<file path="src/rtl/chan_seq_pkg.sv">
package chan_seq_pkg;
  typedef enum logic [1:0] {
    OP_NOP  = 2'b00,
    OP_SCAN = 2'b01,
    OP_FIX  = 2'b10,
    OP_RSVD = 2'b11
  } seq_op_e;

  typedef enum logic [1:0] {
    MD_IDLE = 2'b00,
    MD_SCAN = 2'b01,
    MD_FIX  = 2'b10
  } seq_mode_e;
endpackage

</file>
<file path="src/rtl/chan_seq_lowest.sv">
module chan_seq_lowest #(
  parameter int N  = 8,
  parameter int CW = (N > 1) ? $clog2(N) : 1
) (
  input  logic [N-1:0]  vec,
  output logic [CW-1:0] idx,
  output logic          any
);
  always_comb begin
    idx = '0;
    any = 1'b0;
    for (int i = N - 1; i >= 0; i--) begin
      if (vec[i]) begin
        idx = CW'(i);
        any = 1'b1;
      end
    end
  end
endmodule

</file>
<file path="src/rtl/chan_seq_ctrl.sv">
module chan_seq_ctrl
  import chan_seq_pkg::*;
#(
  parameter int N  = 8,
  parameter int CW = (N > 1) ? $clog2(N) : 1
) (
  input  logic          clk,
  input  logic          rst_n,
  input  logic          strobe,
  input  seq_op_e       op,
  input  logic [CW-1:0] fix_chan,
  input  logic [CW-1:0] low_idx,
  input  logic          low_any,
  input  logic [CW-1:0] up_idx,
  input  logic          up_any,
  output logic [CW-1:0] chan_q,
  output seq_mode_e     mode_q,
  output logic          err_q
);
  logic [CW-1:0] chan_d;
  seq_mode_e     mode_d;
  logic          err_d;
  logic          fix_ok;

  assign fix_ok = (int'(fix_chan) < N);

  always_comb begin
    chan_d = chan_q;
    mode_d = mode_q;
    err_d  = err_q;
    if (strobe) begin
      unique case (op)
        OP_SCAN: begin
          mode_d = MD_SCAN;
          err_d  = !low_any;
          if (low_any) chan_d = low_idx;
        end
        OP_FIX: begin
          if (fix_ok) begin
            mode_d = MD_FIX;
            chan_d = fix_chan;
            err_d  = 1'b0;
          end
        end
        default: begin
          if (mode_q == MD_SCAN) begin
            err_d = !low_any;
            if (up_any)       chan_d = up_idx;
            else if (low_any) chan_d = low_idx;
          end
        end
      endcase
    end
  end

  always_ff @(posedge clk or negedge rst_n) begin
    if (!rst_n) begin
      chan_q <= '0;
      mode_q <= MD_IDLE;
      err_q  <= 1'b0;
    end else begin
      chan_q <= chan_d;
      mode_q <= mode_d;
      err_q  <= err_d;
    end
  end


  hold_between_frames_chk: assert property (@(posedge clk) disable iff (!rst_n)
    !strobe |=> ($stable(chan_q) && $stable(err_q)));


  idle_clean_chk: assert property (@(posedge clk) disable iff (!rst_n)
    (mode_q == MD_IDLE) |-> (chan_q == '0 && !err_q));


  err_scan_only_chk: assert property (@(posedge clk) disable iff (!rst_n)
    err_q |-> (mode_q == MD_SCAN));


  fix_hold_chk: assert property (@(posedge clk) disable iff (!rst_n)
    (strobe && mode_q == MD_FIX && op != OP_SCAN && op != OP_FIX) |=> $stable(chan_q));
endmodule

</file>
<file path="src/rtl/chan_seq_top.sv">
module chan_seq_top
  import chan_seq_pkg::*;
#(
  parameter int N  = 8,
  parameter int CW = (N > 1) ? $clog2(N) : 1
) (
  input  logic          clk,
  input  logic          rst_n,
  input  logic          conv_strobe,
  input  logic [1:0]    cmd_op,
  input  logic [CW-1:0] cmd_chan,
  input  logic [N-1:0]  en_mask,
  input  logic [N-1:0]  pd_mask,
  output logic [CW-1:0] chan_sel,
  output logic          scan_active,
  output logic          seq_err
);
  logic [N-1:0]  eff;
  logic [N-1:0]  upper;
  logic [CW-1:0] low_idx, up_idx, chan_q;
  logic          low_any, up_any, err_q;
  seq_mode_e     mode_q;

  assign eff = en_mask & ~pd_mask;

  for (genvar g = 0; g < N; g++) begin : g_upper
    assign upper[g] = eff[g] && (g > int'(chan_q));
  end

  chan_seq_lowest #(.N(N), .CW(CW)) u_low (
    .vec(eff), .idx(low_idx), .any(low_any)
  );

  chan_seq_lowest #(.N(N), .CW(CW)) u_up (
    .vec(upper), .idx(up_idx), .any(up_any)
  );

  chan_seq_ctrl #(.N(N), .CW(CW)) u_ctrl (
    .clk(clk), .rst_n(rst_n), .strobe(conv_strobe), .op(seq_op_e'(cmd_op)),
    .fix_chan(cmd_chan), .low_idx(low_idx), .low_any(low_any),
    .up_idx(up_idx), .up_any(up_any),
    .chan_q(chan_q), .mode_q(mode_q), .err_q(err_q)
  );

  assign chan_sel    = chan_q;
  assign scan_active = (mode_q != MD_IDLE);
  assign seq_err     = err_q;


  scan_lands_effective_chk: assert property (@(posedge clk) disable iff (!rst_n)
    (conv_strobe && (|eff) &&
     (cmd_op == 2'b01 || (mode_q == MD_SCAN && cmd_op != 2'b10)))
    |=> ((($past(eff) >> chan_q) & {{(N-1){1'b0}}, 1'b1}) != '0));
endmodule

</file>
<file path="config.mk">
export PLATFORM = sky130hd
export DESIGN_NAME = chan_seq_top
export DESIGN_NICKNAME = d
export VERILOG_FILES = /design/src/rtl/chan_seq_pkg.sv /design/src/rtl/chan_seq_lowest.sv /design/src/rtl/chan_seq_ctrl.sv /design/src/rtl/chan_seq_top.sv
export SDC_FILE = /design/constraint.sdc
export NUM_CORES = 1
export LEC_CHECK = 0
export BUFFER_PORTS_ARGS = -buffer_cell sky130_fd_sc_hd__buf_2
export CAP_MARGIN = 10
export CORE_UTILIZATION = 36
export CTS_BUF_LIST = sky130_fd_sc_hd__clkbuf_4
export CTS_CLUSTER_DIAMETER = 150
export DETAILED_ROUTE_END_ITERATION = 16
export PLACE_DENSITY = 0.67
export SYNTH_ARGS = -nofsm -noshare
export SYNTH_HDL_FRONTEND = slang
export SYNTH_SLANG_ARGS = --single-unit
</file>
<file path="constraint.sdc">
create_clock -name clk -period 1.8 [get_ports clk]
set_input_delay 0.18 -clock clk [delete_from_list [all_inputs] [get_ports clk]]
set_output_delay 0.18 -clock clk [all_outputs]
set_load 0.01 [all_outputs]
</file>
==> flow_metrics.env <==
export IMPL_vias_per_cell=5.49
export IMPL_required_ns=1.92
export IMPL_regArea_um2=153
export IMPL_synth_seq_cells=6
export IMPL_grt_first_pass_wirelength_um=2770
export IMPL_die_w_um=47.2
export IMPL_numClockSinks=6
export IMPL_hpwl_um=1430
export IMPL_cts_buffers=3
export IMPL_grt_ovfl_total=0
export IMPL_fin_cells=137
export IMPL_grt_max_degree=12
export IMPL_core_area_mm2=0.00182
export IMPL_cap_violations=0
export IMPL_syn_area_per_cell_um2=8.96
export IMPL_io_buffers=28
export IMPL_htreeDepth=1
export IMPL_startpoint="u_ctrl.chan_q[2]"
export IMPL_tns_ns=0
export IMPL_power_frac_clock_pct=19.0
export IMPL_yosysTopAreaCellShare_pct=20.4
export IMPL_yosys_warnings=0
export IMPL_routed_wl_um=1740
export IMPL_top_usage_layer="met2"
export IMPL_status="finished clean"
export IMPL_multi_input_area_um2=539
export IMPL_fin_crit_sh_pct=89.2
export IMPL_synth_flop_cell="dfrtp_1"
export IMPL_dieArea_mm2=0.00223
export IMPL_cts_buffer_depth=2
export IMPL_grt_setup_unrepaired="no"
export IMPL_start_util_pct=40.3
export IMPL_p_leak_nw=0.423
export IMPL_io_pins=29
export IMPL_gr_usage_all_layers_pct=18.0
export IMPL_drv_slew=0
export IMPL_total_power_uw=662
export IMPL_antenna_found_initial=0
export IMPL_tightest_slew_ns=0.437
export IMPL_p_per_area_mw_per_mm2=717
export IMPL_pwr_share_comb_pct=46.6
export IMPL_use_met1_pct=24.7
export IMPL_hold_violations=0
export IMPL_ant_nets=0
export IMPL_power_frac_seq_pct=34.4
export IMPL_synth_most_common_cell="inv_1"
export IMPL_drive_gt1_share_pct=43.8
export IMPL_clk_pin_slew_worst_paths_ns=0.04
export IMPL_setup_viol=0
export IMPL_yosysTopAreaCell="dfrtp_1"
export IMPL_gp_congestion=0.851
export IMPL_vias=752
export IMPL_drt_iter0_drc=25
export IMPL_asyncSetResetFlopFracSynth_pct=100
export IMPL_fp_dieH_um=47.2
export IMPL_fmax_ghz=0.623
export IMPL_met3_usage_pct=4.62
export IMPL_slew_limit_headroom_pct=70.8
export IMPL_yosysSeqAreaShare_pct=20.4
export IMPL_vdd_ir_drop_max_v=0.000549
export IMPL_preCtsSetupSlack_ns=0.130
export IMPL_crit_path_end_kind="register"
export IMPL_finClkSkew_ns=0.000191
export IMPL_nNetsFinal=140
export IMPL_p_switching_uw=269
export IMPL_syn_to_final_growth_pct=25.6
export IMPL_cts_tree="yes"
export IMPL_wl_per_cell_um=12.7
export IMPL_synth_area_leaders="dfrtp_1 20%, nor2b_4 5.6%, a21oi_1 4.1%"
export IMPL_yosys_top_cells_count="7 x inv_1, 6 x a21oi_1, 6 x dfrtp_1, 5 x nand2_1, 4 x nand2b_1"
export IMPL_path_max_fanout=11
export IMPL_synth_area_um2=734
export IMPL_synth_cell_types=46
export IMPL_hold_path_class="in -> reg"
export IMPL_clkLatencyLatePin_ns=0.25
export IMPL_grt_pass1_vias=644
export IMPL_clock_root_buffer="clkbuf_4"
export IMPL_synth_edf_count=0
export IMPL_synthesis_nets=108
export IMPL_use_met2_pct=27.8
export IMPL_start_kind="register"
export IMPL_rr_startpoint="u_ctrl.chan_q[2]"
export IMPL_drc_errors=0
export IMPL_worst_slack_ns=0.194
export IMPL_swShare_pct=40.7
export IMPL_diodes=0
export IMPL_period_minus_slack_ns=1.61
export IMPL_holdCritStartpoint="conv_strobe"
export IMPL_post_cts_repair_setup_buffers=0
export IMPL_setup_worst_path_class="reg -> reg"
export IMPL_placementRows=15
export IMPL_dr_pass1_iters=4
export IMPL_worstPathArrival_ns=1.73
export IMPL_placed_cells=133
export IMPL_fillCellCount=188
export IMPL_p_int_uw=392
export IMPL_syn_inst=82
worst max-delay path, cell delays in order (launching register included):
cell and delay [ns]:
dfrtp_2 0.47, nand2_1 0.10, a22oi_1 0.33, nor2b_1 0.19
o2111ai_1 0.12, a21boi_0 0.18, o31ai_1 0.08
logic make-up after synthesis:
logic type	count (synthesis)	share of synthesized area, %
AOI/OAI and AO/OA	34	39.5
and+or+nand+nor	30	29.0
buffers and inverters	9	6.13
DFF	6	20.4
adders and majority gates	2	3.41
muxes	1	1.53
final cells by class:
cell class	count	area share, %
clock buffers	3	2.44
inverters	7	2.85
multi-input cells	67	58.5
flip-flops and latches	6	16.6
well taps	25	3.39
repair buffers	29	16.3
metrics by stage:
| stage | utilization, % | hold slack [ns] | instance area, um2 |
|---|---|---|---|
| finish | 50.7 | 0.274 | 922 |
| global route | 50.7 | 0.305 | 922 |
| CTS | 50.5 | 0.276 | 920 |
| detailed placement | 48.7 | 0.00906 | 887 |
| global placement | 48.7 | 0.00837 | 887 |
| floorplan | - | -0.116 | 734 |
timing repair:
action | 4_1_cts | 5_1_grt
endpoints found under the hold margin | 6 | 0
endpoints found under the setup margin | 0 | 1
hold buffers | 1 | 0
gates resized for setup | 0 | 2
final timing paths:
kind                               endpoint  slack [ns]  cells past startpoint
min in group asynchronous  u_ctrl.chan_q[0]        0.31                      2
max in group asynchronous  u_ctrl.chan_q[1]        1.34                      2
min                        u_ctrl.mode_q[0]        0.27                      3
min reg2reg                u_ctrl.mode_q[0]        0.50                      2
max reg2reg                u_ctrl.chan_q[0]        0.19                      6
max                        u_ctrl.chan_q[0]        0.19                      6
state kept, by name (all words and copies together) (netlist names):
signal / cells
u_ctrl.mode_q: 2
u_ctrl.err_q: 1
u_ctrl.chan_q: 3
placed cells by master (no fill, tap or decap), drive strengths merged, types with 2 or more instances in the layout:
cell type	instances
buf	28
inv	7
nor2b	7
a21oi	6
dfrtp	6
o21ai	6
nand2	5
nand2b	5
nor2	3
clkbuf	3
a21boi	3
nand3	2
a211oi	2
nor3	2
ha	2
nor4	2
a221oi	2
o311ai	2
o31ai	2
power groups by stage:
stage | registers, mW | clock network, mW | logic, mW
after global routing | 0.236 | 0.138 | 0.340
final | 0.227 | 0.126 | 0.308
after global placement | 0.224 | 0 | 0.301
after detailed placement | 0.225 | 0 | 0.305
after CTS | 0.223 | 0.130 | 0.307
after floorplan | 0.202 | 0 | 0.246
routing by layer:
layer	up-vias	routed length [um]	part of all wire, %
met5	-	0	0
met4	0	27	1.5
met3	4	78	4.5
met2	21	807	46
met1	356	828	48
li1	371	-	-
Power figures use the tool's default switching activity.
